<file path="config.mk">
export PLATFORM = sky130hd
export DESIGN_NAME = pkc_perm_check
export DESIGN_NICKNAME = d
export VERILOG_FILES = /design/src/rtl/pkc_pkg.sv /design/src/rtl/pkc_base_rights.sv /design/src/rtl/pkc_key_gate.sv /design/src/rtl/pkc_fault_enc.sv /design/src/rtl/pkc_perm_check.sv
export SDC_FILE = /design/constraint.sdc
export NUM_CORES = 1
export LEC_CHECK = 0
export ABC_AREA = 1
export BUFFER_PORTS_ARGS = -buffer_cell sky130_fd_sc_hd__buf_4
export CAP_MARGIN = 20
export CORE_MARGIN = 10
export CORE_UTILIZATION = 42
export CTS_BUF_LIST = sky130_fd_sc_hd__clkbuf_8
export CTS_CLUSTER_DIAMETER = 200
export CTS_CLUSTER_SIZE = 14
export DETAILED_ROUTE_END_ITERATION = 16
export GPL_ROUTABILITY_DRIVEN = 0
export GPL_TIMING_DRIVEN = 0
export PLACE_DENSITY = 0.86
export SYNTH_ARGS = -nofsm -noshare
export SYNTH_HDL_FRONTEND = slang
export SYNTH_SLANG_ARGS = --single-unit
</file>
<file path="constraint.sdc">
create_clock -name clk -period 0.8 [get_ports clk]
set_input_delay 0.08 -clock clk [delete_from_list [all_inputs] [get_ports clk]]
set_output_delay 0.08 -clock clk [all_outputs]
set_load 0.01 [all_outputs]
</file>
<file path="src/rtl/pkc_pkg.sv">
package pkc_pkg;
  localparam int KEY_W    = 4;
  localparam int RIGHTS_W = 2 << KEY_W;
  localparam int ERR_W    = 32;

  localparam int EC_PRES  = 0;
  localparam int EC_WR    = 1;
  localparam int EC_USR   = 2;
  localparam int EC_RSVD  = 3;
  localparam int EC_FETCH = 4;
  localparam int EC_KEY   = 5;

  typedef enum logic [1:0] {
    ACC_LOAD  = 2'd0,
    ACC_STORE = 2'd1,
    ACC_FETCH = 2'd2,
    ACC_ALT   = 2'd3
  } acc_e;

  typedef struct packed {
    logic x;
    logic w;
    logic r;
  } perm_t;
endpackage

</file>
<file path="src/rtl/pkc_base_rights.sv">
module pkc_base_rights
  import pkc_pkg::*;
(
  input  logic  is_user,
  input  logic  no_usr_acc,
  input  logic  pg_user,
  input  logic  pg_write,
  input  logic  pg_nx,
  input  logic  wp,
  input  logic  smep,
  output perm_t base
);
  always_comb begin
    base.r = !(no_usr_acc && pg_user);
    base.w = base.r && (pg_write || !(is_user || wp));
    base.x = !pg_nx && (is_user || !(smep && pg_user));
  end
endmodule

</file>
<file path="src/rtl/pkc_key_gate.sv">
module pkc_key_gate
  import pkc_pkg::*;
#(
  parameter int KW = KEY_W,
  localparam int RW = 2 << KW
) (
  input  logic          pg_user,
  input  logic          is_user,
  input  logic          wp,
  input  logic          ukey_en,
  input  logic          skey_en,
  input  logic [RW-1:0] urights,
  input  logic [RW-1:0] srights,
  input  logic [KW-1:0] pkey,
  output perm_t         kmask
);
  logic [RW-1:0] rights;
  logic [1:0]    field;

  always_comb begin
    if (pg_user) rights = ukey_en ? urights : '0;
    else         rights = skey_en ? srights : '0;
    field   = rights[{pkey, 1'b0} +: 2];
    kmask.x = 1'b1;
    kmask.r = !field[0];
    kmask.w = !field[0] && !(field[1] && (is_user || wp));
  end
endmodule

</file>
<file path="src/rtl/pkc_fault_enc.sv">
module pkc_fault_enc
  import pkc_pkg::*;
(
  input  acc_e             acc,
  input  logic             is_user,
  input  logic             notpres,
  input  logic             rsvd,
  input  logic             pg_user,
  input  logic             nxe,
  input  logic             smep,
  input  perm_t            base,
  input  perm_t            kmask,
  output perm_t            perm,
  output logic             fault,
  output logic [ERR_W-1:0] code
);
  perm_t sel;
  perm_t eff;
  logic  usr_viol, key_viol, prm_viol;

  always_comb begin
    case (acc)
      ACC_STORE: sel = '{x: 1'b0, w: 1'b1, r: 1'b0};
      ACC_FETCH: sel = '{x: 1'b1, w: 1'b0, r: 1'b0};
      default:   sel = '{x: 1'b0, w: 1'b0, r: 1'b1};
    endcase
    eff      = base & kmask;
    usr_viol = is_user && !pg_user;
    key_viol = (kmask & sel) == '0;
    prm_viol = (eff & sel) == '0;
    fault    = notpres || rsvd || usr_viol || key_viol || prm_viol;
    code     = '0;
    if (notpres) begin
      code = '0;
    end else if (rsvd) begin
      code[EC_RSVD] = 1'b1;
    end else if (usr_viol) begin
      code[EC_PRES] = 1'b1;
    end else if (key_viol) begin
      code[EC_PRES] = 1'b1;
      code[EC_KEY]  = 1'b1;
    end else if (prm_viol) begin
      code[EC_PRES] = 1'b1;
    end
    if (fault) begin
      code[EC_USR]   = is_user;
      code[EC_WR]    = (acc == ACC_STORE);
      code[EC_FETCH] = (acc == ACC_FETCH) && (nxe || smep);
    end
    perm = fault ? perm_t'('0) : eff;
  end
endmodule

</file>
<file path="src/rtl/pkc_perm_check.sv">
module pkc_perm_check
  import pkc_pkg::*;
(
  input  logic                clk,
  input  logic                rst_n,
  input  logic                req_vld,
  input  logic [1:0]          acc_type,
  input  logic [1:0]          priv,
  input  logic                pg_user,
  input  logic                pg_write,
  input  logic                pg_nx,
  input  logic                mode_wp,
  input  logic                mode_nxe,
  input  logic                mode_smep,
  input  logic                ukey_en,
  input  logic                skey_en,
  input  logic [RIGHTS_W-1:0] ukey_rights,
  input  logic [RIGHTS_W-1:0] skey_rights,
  input  logic [KEY_W-1:0]    pkey,
  input  logic                flt_notpres,
  input  logic                flt_rsvd,
  output logic                rsp_vld,
  output logic [2:0]          perm,
  output logic                fault,
  output logic [ERR_W-1:0]    err_code
);
  logic             is_user, no_usr_acc;
  perm_t            base, kmask, perm_c;
  logic             fault_c;
  logic [ERR_W-1:0] code_c;

  perm_t            perm_q, perm_d;
  logic             fault_q, fault_d, vld_q, vld_d;
  logic [ERR_W-1:0] code_q, code_d;

  assign is_user    = priv[1];
  assign no_usr_acc = (priv == 2'd1);

  pkc_base_rights u_base (
    .is_user    (is_user),
    .no_usr_acc (no_usr_acc),
    .pg_user    (pg_user),
    .pg_write   (pg_write),
    .pg_nx      (pg_nx),
    .wp         (mode_wp),
    .smep       (mode_smep),
    .base       (base)
  );

  pkc_key_gate #(.KW(KEY_W)) u_key (
    .pg_user (pg_user),
    .is_user (is_user),
    .wp      (mode_wp),
    .ukey_en (ukey_en),
    .skey_en (skey_en),
    .urights (ukey_rights),
    .srights (skey_rights),
    .pkey    (pkey),
    .kmask   (kmask)
  );

  pkc_fault_enc u_enc (
    .acc     (acc_e'(acc_type)),
    .is_user (is_user),
    .notpres (flt_notpres),
    .rsvd    (flt_rsvd),
    .pg_user (pg_user),
    .nxe     (mode_nxe),
    .smep    (mode_smep),
    .base    (base),
    .kmask   (kmask),
    .perm    (perm_c),
    .fault   (fault_c),
    .code    (code_c)
  );

  always_comb begin
    vld_d   = req_vld;
    perm_d  = perm_q;
    fault_d = fault_q;
    code_d  = code_q;
    if (req_vld) begin
      perm_d  = perm_c;
      fault_d = fault_c;
      code_d  = code_c;
    end
  end

  always_ff @(posedge clk or negedge rst_n) begin
    if (!rst_n) begin
      vld_q   <= 1'b0;
      perm_q  <= '0;
      fault_q <= 1'b0;
      code_q  <= '0;
    end else begin
      vld_q   <= vld_d;
      perm_q  <= perm_d;
      fault_q <= fault_d;
      code_q  <= code_d;
    end
  end

  assign rsp_vld  = vld_q;
  assign perm     = perm_q;
  assign fault    = fault_q;
  assign err_code = code_q;
endmodule

</file>
Yosys cells after proc, flatten, opt, wreduce, memory -nomap -nowiden. Index checks and enable logic that the tools add are counted.

Shift operators: 1. Reduce and logical (&&, ||, !) cells: 25. Mux-type cells: 18. Add/sub/neg operators: 0. Divide/modulo/power cells: 0. Order comparisons: 0. Multiply operators: 0. Bitwise logic cells: 3. Eq/ne operators: 3.

Operator list (count): $mux 32 (3); $shiftx 32x6->2 (1); $mux 1 (12); $and 3x3->3 (3); $logic_and 1x1->1 (8); $logic_or 1x1->1 (8); $logic_not 1->1 (7); $logic_not 3->1 (2); $pmux 3 s2 (1); $eq 2x1->1 const B (2); $mux 3 (1); $eq 2x2->1 const B (1); $mux 2 (1).

Input bits: 85. Bits in writable memories: 0. Memories kept: 0. Output and inout port bits: 37. ROM bits: 0. Register bits: 11. Bits in latches: 0. Logic and storage cells: 56.

Longest topological paths before layout. Gate-level depths: netlist (run 1).

Depth in word-level cells: 14. Mapped depth: 17.

By module. From an unflattened synthesis (run 1), not the netlist that was laid out.

Cells, all modules: 398. Area, all modules: 2660.1 um^2.

By module, submodules not included: pkc_perm_check (times used 1, area each 1451.4 um^2, cells an instance 155); pkc_key_gate (times used 1, area each 737.0 um^2, cells an instance 167); pkc_fault_enc (times used 1, area each 439.2 um^2, cells an instance 68); pkc_base_rights (times used 1, area each 32.5 um^2, cells an instance 8).

Worst setup path after synthesis (run 1). OpenSTA, ideal clock, no wires.

Path type: input to register. From: input pkey[0]. To: register code_q[1], in the netlist err_code[1]. Buffers on the path: 2. Slack: -0.585 ns. Library setup time: 0.117 ns. Arrival: 1.267 ns. Cell stages on the path: 16. Cells stage by stage: buf_4 inv_2 buf_6 nand3_1 nand3_1 nand3_1 nand2_1 nand2_1 nand2_1 nor2_2 nor2_2 nand2_2 nand2_4 nand2_1 nand3_1 nand2_1.

Word-level cells in the longest chain between the ends: 9. Elaborated cells between the ends (all ways): 13. Classes of those cells: shift: 1; mux: 1; bitwise: 3; reduce/logical: 8.

RTL lines: start, declared (line pkc_perm_check.sv:19) `input logic [KEY_W-1:0] pkey,`; $shiftx 32x6->2 (*) (line pkc_key_gate.sv:23) `field = rights[{pkey, 1'b0} +: 2];`; $logic_and 1x1->1 (line pkc_key_gate.sv:26) `kmask.w = !field[0] && !(field[1] && (is_user || wp));`; $logic_not 1->1 (line pkc_key_gate.sv:26); $logic_and 1x1->1 (line pkc_key_gate.sv:26); $and 3x3->3, on equally long branches (line pkc_fault_enc.sv:27, pkc_fault_enc.sv:29); $and 3x3->3 or $logic_not 3->1 (tied branches) (line pkc_fault_enc.sv:30, pkc_fault_enc.sv:29); $logic_not 3->1 or $logic_or 1x1->1 (tied branches) (line pkc_fault_enc.sv:30, pkc_fault_enc.sv:31); $logic_or 1x1->1 (*) (line pkc_fault_enc.sv:31) `fault = notpres || rsvd || usr_viol || key_viol || prm_viol;`; $mux 2 (*) (line pkc_fault_enc.sv:45) `if (fault) begin`; end signal, assigned (line pkc_perm_check.sv:99) `code_q <= code_d;`; end, declared (line pkc_perm_check.sv:34) `logic [ERR_W-1:0] code_q, code_d;`.

Every way passes the cells marked *; elsewhere a longest branch is shown, timed or not. A chain may end at the register's enable or synchronous reset.

Worst setup path after layout (run 1).
From: input pkey[1]. To: register code_q[2], in the netlist err_code[2].

The elaborated chain is that of the path after synthesis.

==> flow_summary.toml, run 1 <==
[yosys]
synth_area_mm2 = 0.001598
ys_ff_latch = 11
synth_seq_area_share_pct = 17.23
yosys_warnings = 0
synth.distinct_cells = 23
synth_area_per_cell_um2 = 5.831
syn_inst = 274

[detailed_routing]
drc_errors = 0
via_count = 2356
dr.pass1.iters = 5
wl_mm = 7.477
wl_per_cell_um = 16.11
ant_nets = 0
vias_per_cell = 5.078
drtIter0Drc = 176

[clock_tree]
clkSinkCount = 11
cts_buffers = 3
root_buffer = "clkbuf_8"
cts.clk_slew.worst_paths_ns = 0.06
htree_levels = 1
clockBufferDepth = 2
tritoncts = "yes"
clk_latency_ns = 0.24

[global_route]
grt_usage_pct = 18.37
met2_usage_pct = 34.83
met3_usage_pct = 5.568
grt_max_degree = 12
first_global_vias = 2186
antenna_found_initial = 0
top_usage_layer = "met2"
gr-total-overflow = 0
grt.met1_usage_pct = 18.05
grt_first_pass_wirelength_mm = 9.804

[sta]
finalClockSkew_ns = 0
fin_crit_ns = 1.405
rsz0062_at_grt = "yes"
finalHoldViolations = 0
drv_slew = 0
fmax_ghz = 0.7120
fin_ws_ns = -0.6046
hold_ws_ns = 0.01617
final.period_utilization_pct = 175.6
setup_viol = 20

[min_path]
min_path_type = "input port to flip-flop"
min_path_cells = 1
min-delay-start = "req_vld"
whs_endpoint = "rsp_vld$_DFF_PN0_"

[die]
num_rows = 22
ios = 122
core_area_mm2 = 0.003661
initial_core_util_pct = 43.64
die_w_um = 81.68
dieHeight_um = 81.68
fp.dieArea_mm2 = 0.006672

[critical_path]
r2r_cells = 3
crit_required_ns = 0.94
regToRegSetupSlack_ns = -0.06
cp_max_fo = 9
r2r_end = "perm[0]$_DFFE_PN0P_"
cp-start-kind = "input port"
end_kind = "flip-flop"
critPathArrivalTime_ns = 1.54
reg2reg_from = "perm[0]$_DFFE_PN0P_"
path_class = "input port to flip-flop"

[power]
p_leak_nw = 1.718
power_density_mw_per_mm2 = 909.4
power.total_mw = 2.724
peakVddDrop_mv = 0.5480

[run_status]
violations = "negative setup slack"
outcome = "finished with violations"

[cells_and_area]
nNetsFinal = 505
drive_gt1_share_pct = 48.08
area_growth_syn_to_layout_pct = 87.47
fin_area_mm2 = 0.002995
layout_common_cells = "buf_4, nand2_1, nand3_1"
diodes = 0
fin_util_pct = 81.82
layout_commonest_cell = "buf_4"

[place]
place_hpwl_mm = 4.927
post_dp_cell_area_mm2 = 0.002477
io_buffers = 92

[job]
cap_viol_max_count = 0
[report_power, final]
group | switching (mW) | leakage [nW] | internal (mW) | total [mW]
combinational | 0.715 | 1.55 | 0.814 | 1.53
sequential | 0.0297 | 0.141 | 0.594 | 0.624
clock | 0.233 | 0.0269 | 0.338 | 0.571
total | 0.978 | 1.72 | 1.75 | 2.72
[registers in the layout, indices dropped and copies added, names as in the netlist]
signal and count:
err_code 6, perm 3, fault 1, rsp_vld 1
[logic make-up after synthesis]
family / count (synthesis) / share of synthesized area [%]
compound gates: 7 / 3.289
fa+ha+maj: 3 / 2.350
buf+inv: 66 / 25.37
flops: 11 / 17.23
other cells: 1 / 0.2347
simple gates: 186 / 51.53
[layer usage]
layer  wire (um)  vias up
met2        3972      170
met5           0        -
li1            -     1099
met4         293        0
met3         809       32
met1        2401     1055
[worst max-delay path by stage]
stage / start / end / slack (ns) / cells after the start
3_5_place_dp: pkey[1] / err_code[2]$_DFFE_PN0P_ / -0.81 / 14
4_1_cts: pg_user / err_code[2]$_DFFE_PN0P_ / -0.51 / 18
3_3_place_gp: pkey[1] / err_code[2]$_DFFE_PN0P_ / -0.76 / 14
2_1_floorplan: pg_user / fault$_DFFE_PN0P_ / -0.56 / 16
6_report: pkey[1] / err_code[2]$_DFFE_PN0P_ / -0.60 / 14
5_1_grt: pg_user / err_code[2]$_DFFE_PN0P_ / -0.71 / 17
[critical path, cell delays in order]
cell and delay, ns:
buf_6 0.14, clkinvlp_4 0.22, nand3_1 0.16, nand2_1 0.07
nand2_1 0.06, nand2_1 0.07, nand2_2 0.12, nand3_4 0.11
nor2_4 0.12, nand2_2 0.07, nand2_4 0.09, nand2_2 0.09
nand3_1 0.09, nand2_1 0.05
[what timing repair did]
action / 4_1_cts / 5_1_grt
hold buffers: 1 / 0
cloned: 2 / 1
buffers inserted: 13 / 4
pin swaps: 6 / 9
endpoints found under the hold margin: 11 / 0
setup endpoints to repair: 20 / 20
resized for setup: 36 / 31
[cell type report]
cell class	instances	area (um2)
buffer	37	342.8
clock buffer	3	41.29
clock inverter	1	3.754
fill	247	665.6
inverter	29	127.6
multi-input combinational	222	1179
sequential	11	275.3
tap	48	60.06
timing repair buffer	113	965.9
[per-stage QoR]
step	worst slack [ns]	instances	TNS, ns
floorplan	-0.5561	299	-4.623
global placement	-0.7619	439	-6.333
detailed placement	-0.8060	439	-6.726
CTS	-0.5074	459	-4.476
global route	-0.7074	464	-6.594
finish	-0.6046	464	-5.492
[Yosys cell counts, drive strengths merged]
| cell | number | area (um2) |
|---|---|---|
| o21ai | 2 | 17.52 |
| inv | 28 | 110.1 |
| clkinv | 1 | 3.750 |
| ha | 3 | 37.54 |
| a21oi | 1 | 5.000 |
| a22o | 1 | 8.760 |
| a31oi | 1 | 6.260 |
| dfrtp | 11 | 275.3 |
| nor2 | 14 | 60.06 |
| nand3 | 66 | 345.3 |
| conb | 1 | 3.750 |
| nand2 | 103 | 399.1 |
| o21a | 2 | 15.01 |
| nand4 | 3 | 18.77 |
| buf | 37 | 291.5 |
Power figures use the tool's default switching activity.
==> run 2, diff against run 1 <==
Settings changed: CORE_ASPECT_RATIO set to 0.8.
==> flow_summary.toml, run 2 (synthesized netlist as in run 1, its figures left out) <==
[run_status]
outcome = "finished with violations"
violations = "negative setup slack"

[die]
die_w_um = 88.96
ios = 122
dieHeight_um = 75.17
num_rows = 19
initial_core_util_pct = 45.11
fp.dieArea_mm2 = 0.006687
core_area_mm2 = 0.003542

[sta]
finalClockSkew_ns = 0
setup_viol = 20
drv_slew = 0
hold_ws_ns = 0.04932
setup_tns_ns = -8.008
fin_ws_ns = -0.8595
fmax_ghz = 0.6026
fin_crit_ns = 1.659
rsz0062_at_grt = "yes"
final.period_utilization_pct = 207.4
finalHoldViolations = 0

[critical_path]
crit_required_ns = 0.98
cp_max_fo = 7
path_class = "input port to flip-flop"
reg2reg_from = "perm[2]$_DFFE_PN0P_"
r2r_cells = 3
regToRegSetupSlack_ns = -0.04
end_kind = "flip-flop"
critPathArrivalTime_ns = 1.84
cp-start-kind = "input port"
r2r_end = "perm[2]$_DFFE_PN0P_"

[detailed_routing]
vias_per_cell = 5.712
drc_errors = 0
ant_nets = 0
wl_mm = 10.05
via_count = 2656
wl_per_cell_um = 21.61
drtIter0Drc = 331
dr.pass1.iters = 5

[power]
p_leak_nw = 1.824
peakVddDrop_mv = 1.230
power_density_mw_per_mm2 = 916.7
power.total_mw = 2.975

[min_path]
min_path_type = "input port to flip-flop"
min-delay-start = "req_vld"
whs_endpoint = "rsp_vld$_DFF_PN0_"
min_path_cells = 1

[place]
post_dp_cell_area_mm2 = 0.002470
placed_cells = 433
post-place-ws_ns = -0.7967
place_hpwl_mm = 5.192
io_buffers = 92

[cells_and_area]
fin_area_mm2 = 0.003246
diodes = 0
area_growth_syn_to_layout_pct = 103.1
largest_reg_flops = 6
drive_gt1_share_pct = 55.79
layout_common_cells = "buf_4, nand2_1, nand3_1"
nNetsFinal = 512
fin_cells = 465
layout_commonest_cell = "buf_4"
fin_util_pct = 91.63
fillers = 149

[global_route]
grt_first_pass_wirelength_mm = 10.36
antenna_found_initial = 0
first_global_vias = 2112
gr-total-overflow = 0
grt_usage_pct = 19.35
grt_max_degree = 12

[clock_tree]
htree_levels = 1
clockBufferDepth = 2
clk_latency_ns = 0.24
cts.clk_slew.worst_paths_ns = 0.06
clkSinkCount = 11
tritoncts = "yes"
cts_buffers = 3
root_buffer = "clkbuf_8"

[job]
cap_viol_max_count = 0
-- run 2: worst max path at each step --
stage	slack (ns)	to	cells after the start	from
floorplan	-0.56	fault$_DFFE_PN0P_	16	pg_user
global placement	-0.74	err_code[1]$_DFFE_PN0P_	17	pg_user
detailed placement	-0.80	err_code[2]$_DFFE_PN0P_	16	pg_user
CTS	-0.51	err_code[2]$_DFFE_PN0P_	16	pg_user
global route	-0.87	fault$_DFFE_PN0P_	17	pg_user
finish	-0.86	perm[2]$_DFFE_PN0P_	16	pg_user
-- run 2: layout make-up --
| type | instances | area (um2) | area share, % |
|---|---|---|---|
| inverter | 29 | 127.6 | 3.932 |
| timing repair inverter | 1 | 8.758 | 0.2699 |
| sequential | 11 | 275.3 | 8.481 |
| clock buffer | 3 | 41.29 | 1.272 |
| buffer | 36 | 344.1 | 10.60 |
| tap | 42 | 52.55 | 1.619 |
| timing repair buffer | 120 | 1076 | 33.15 |
| clock inverter | 1 | 3.754 | 0.1157 |
| multi-input combinational | 222 | 1316 | 40.56 |
-- run 2: metal layers --
layer	wire length, um	vias to the layer above	share of wire (%)	track usage (%)
met2	4730	262	47	34.60
met3	1095	82	11	4.423
met4	734	0	7.3	5.810
met1	3485	1194	35	22.61
li1	-	1118	-	-
met5	0	-	0	0
-- run 2: critical path: stages --
cell and delay [ns]:
buf_16 0.13, buf_4 0.14, clkbuf_16 0.15, nand2_1 0.09, nand3_1 0.10, nand3_1 0.09
nand3_1 0.11, nand2_1 0.08, nand2_1 0.08, nand2_2 0.09, nor2_4 0.06, nor2_4 0.15
nand2_2 0.09, nand2_4 0.11, nand4_1 0.14, nand2_1 0.13
-- run 2: what timing repair did --
action                                 4_1_cts  5_1_grt
resized for setup                           29       81
setup endpoints to repair                   20       20
pin swaps                                    1       46
setup buffers                                9       14
endpoints found under the hold margin       11        0
cloned                                       2        3
hold buffers                                 1        0
-- run 2: where the power goes --
part           switching, mW  total, mW  internal (mW)
clock                  0.229      0.567          0.338
sequential            0.0329      0.627          0.594
combinational          0.890       1.78          0.892
==> run 3, diff against run 2 <==
Settings changed: SETUP_SLACK_MARGIN set to 0.5.
==> flow_summary.toml, run 3 (synthesized netlist as in run 1, its figures left out) <==
[clock_tree]
tritoncts = "yes"
htree_levels = 1
clockBufferDepth = 2
cts.clk_slew.worst_paths_ns = 0.06
root_buffer = "clkbuf_8"
clkSinkCount = 11
cts_buffers = 3
clk_latency_ns = 0.23

[sta]
finalClockSkew_ns = 0
setup_viol = 20
fin_ws_ns = -0.6280
rsz0062_at_grt = "yes"
finalHoldViolations = 11
fmax_ghz = 0.7003
fin_crit_ns = 1.428
final.period_utilization_pct = 178.5
hold_ws_ns = -0.3379
drv_slew = 0

[cells_and_area]
layout_common_cells = "buf_4, nand2_1, nand3_1"
layout_commonest_cell = "buf_4"
diodes = 0
largest_reg_flops = 6
area_growth_syn_to_layout_pct = 89.74
drive_gt1_share_pct = 52.67
fin_area_mm2 = 0.003032
nNetsFinal = 501
fin_cells = 454

[detailed_routing]
wl_per_cell_um = 18.03
via_count = 2458
wl_mm = 8.186
vias_per_cell = 5.414
dr.pass1.iters = 5
ant_nets = 0
drtIter0Drc = 247
drc_errors = 0

[die]
core_area_mm2 = 0.003542
ios = 122
num_rows = 19
fp.dieArea_mm2 = 0.006687
initial_core_util_pct = 45.11
dieHeight_um = 75.17
die_w_um = 88.96

[critical_path]
startpoint = "pg_user"
crit_top_cell = "nand2_1"
worstPathCellList = "buf_12 -> inv_16 -> buf_6 -> nand2_1 -> nand3_2 -> nand3_2 -> nand3_2 -> nand2_1 -> nand2_1 -> nand2_2 -> nor2_4 -> nor2_4 -> nor2_2 -> buf_4 -> nand3_1 -> nand2_1"
cp_max_fo = 8
critPathMaxStageDelay_ns = 0.17
cp-start-kind = "input port"
path_class = "input port to flip-flop"
crit_required_ns = 0.97
crit_family = "simple AND/OR/NAND/NOR gates"
critical_path_buf_inv_count = 4
end_kind = "flip-flop"
critPathSlowestCell = "nor2_4"
r2r_cells = 1
critPathArrivalTime_ns = 1.60
r2r_end = "err_code[3]$_DFFE_PN0P_"
reg2reg_from = "err_code[3]$_DFFE_PN0P_"
regToRegSetupSlack_ns = 0.01

[place]
place_hpwl_mm = 5.142
placed_cells = 433
io_buffers = 92
post_dp_cell_area_mm2 = 0.002470

[global_route]
grt_max_degree = 12
first_global_vias = 2128
grt_first_pass_wirelength_mm = 10.44
grt_usage_pct = 19.49
gr-total-overflow = 0
antenna_found_initial = 0

[min_path]
min_path_type = "input port to async pin"

[power]
p_leak_nw = 1.735
power_density_mw_per_mm2 = 907.7
peakVddDrop_mv = 0.9988

[run_status]
outcome = "finished with violations"
violations = "negative hold slack, negative setup slack"

[job]
cap_viol_max_count = 0
[run 3: cell count changes in the layout (fill, tap and decap cells not counted), sizes merged]
cell         before  now
inv              29   28
clkinvlp          1    2
dlygate4sd3       1    0
clkbuf            6    4
buf             152  145
clkinv            1    0
[run 3: worst max-delay path by stage]
stage,slack [ns],cells after the start,end
2_1_floorplan,-0.56,16,fault$_DFFE_PN0P_
3_3_place_gp,-0.76,14,err_code[1]$_DFFE_PN0P_
3_5_place_dp,-0.79,16,err_code[2]$_DFFE_PN0P_
4_1_cts,-0.50,17,fault$_DFFE_PN0P_
5_1_grt,-0.74,16,err_code[5]$_DFFE_PN0P_
6_report,-0.63,16,err_code[5]$_DFFE_PN0P_
[run 3: repair_timing]
action,in CTS,in global routing
resized for setup,37,52
endpoints found under the hold margin,11,11
pin swaps,2,24
buffers inserted,9,4
gates cloned,3,1
endpoints found under the setup margin,21,21
[run 3: layer usage]
| layer | GRT usage (%) | part of all wire [%] | vias to the layer above |
|---|---|---|---|
| met1 | 22.57 | 34 | 1099 |
| met2 | 35.33 | 49 | 212 |
| met4 | 4.225 | 5.6 | 0 |
| met5 | 0 | 0 | - |
| li1 | - | - | 1093 |
| met3 | 5.178 | 11 | 54 |
[run 3: cell type report]
type / count / area (um2)
well taps: 42 / 52.55
multi-input cells: 222 / 1274
inverters: 29 / 137.6
clock inverters: 1 / 3.754
flip-flops and latches: 11 / 275.3
fillers: 203 / 510.5
plain buffers: 37 / 342.8
repair buffers: 109 / 904.6
clock buffers: 3 / 41.29
[run 3: stage by stage]
stage | util [%] | TNS [ns] | power (mW) | setup slack [ns]
2_1_floorplan | - | -4.623 | 1.292 | -0.5561
3_3_place_gp | 69.73 | -6.430 | 1.769 | -0.7558
3_5_place_dp | 69.73 | -6.636 | 1.786 | -0.7940
4_1_cts | 77.89 | -4.530 | 2.480 | -0.4973
5_1_grt | 85.59 | -6.931 | 2.899 | -0.7413
6_report | 85.59 | -5.791 | 2.752 | -0.6280
[run 3: report_power, final]
part	total [mW]	internal, mW	leakage, nW	switching [mW]
logic	1.57	0.798	1.57	0.774
registers	0.623	0.594	0.141	0.0285
clock network	0.557	0.337	0.0269	0.219
total	2.75	1.73	1.74	1.02
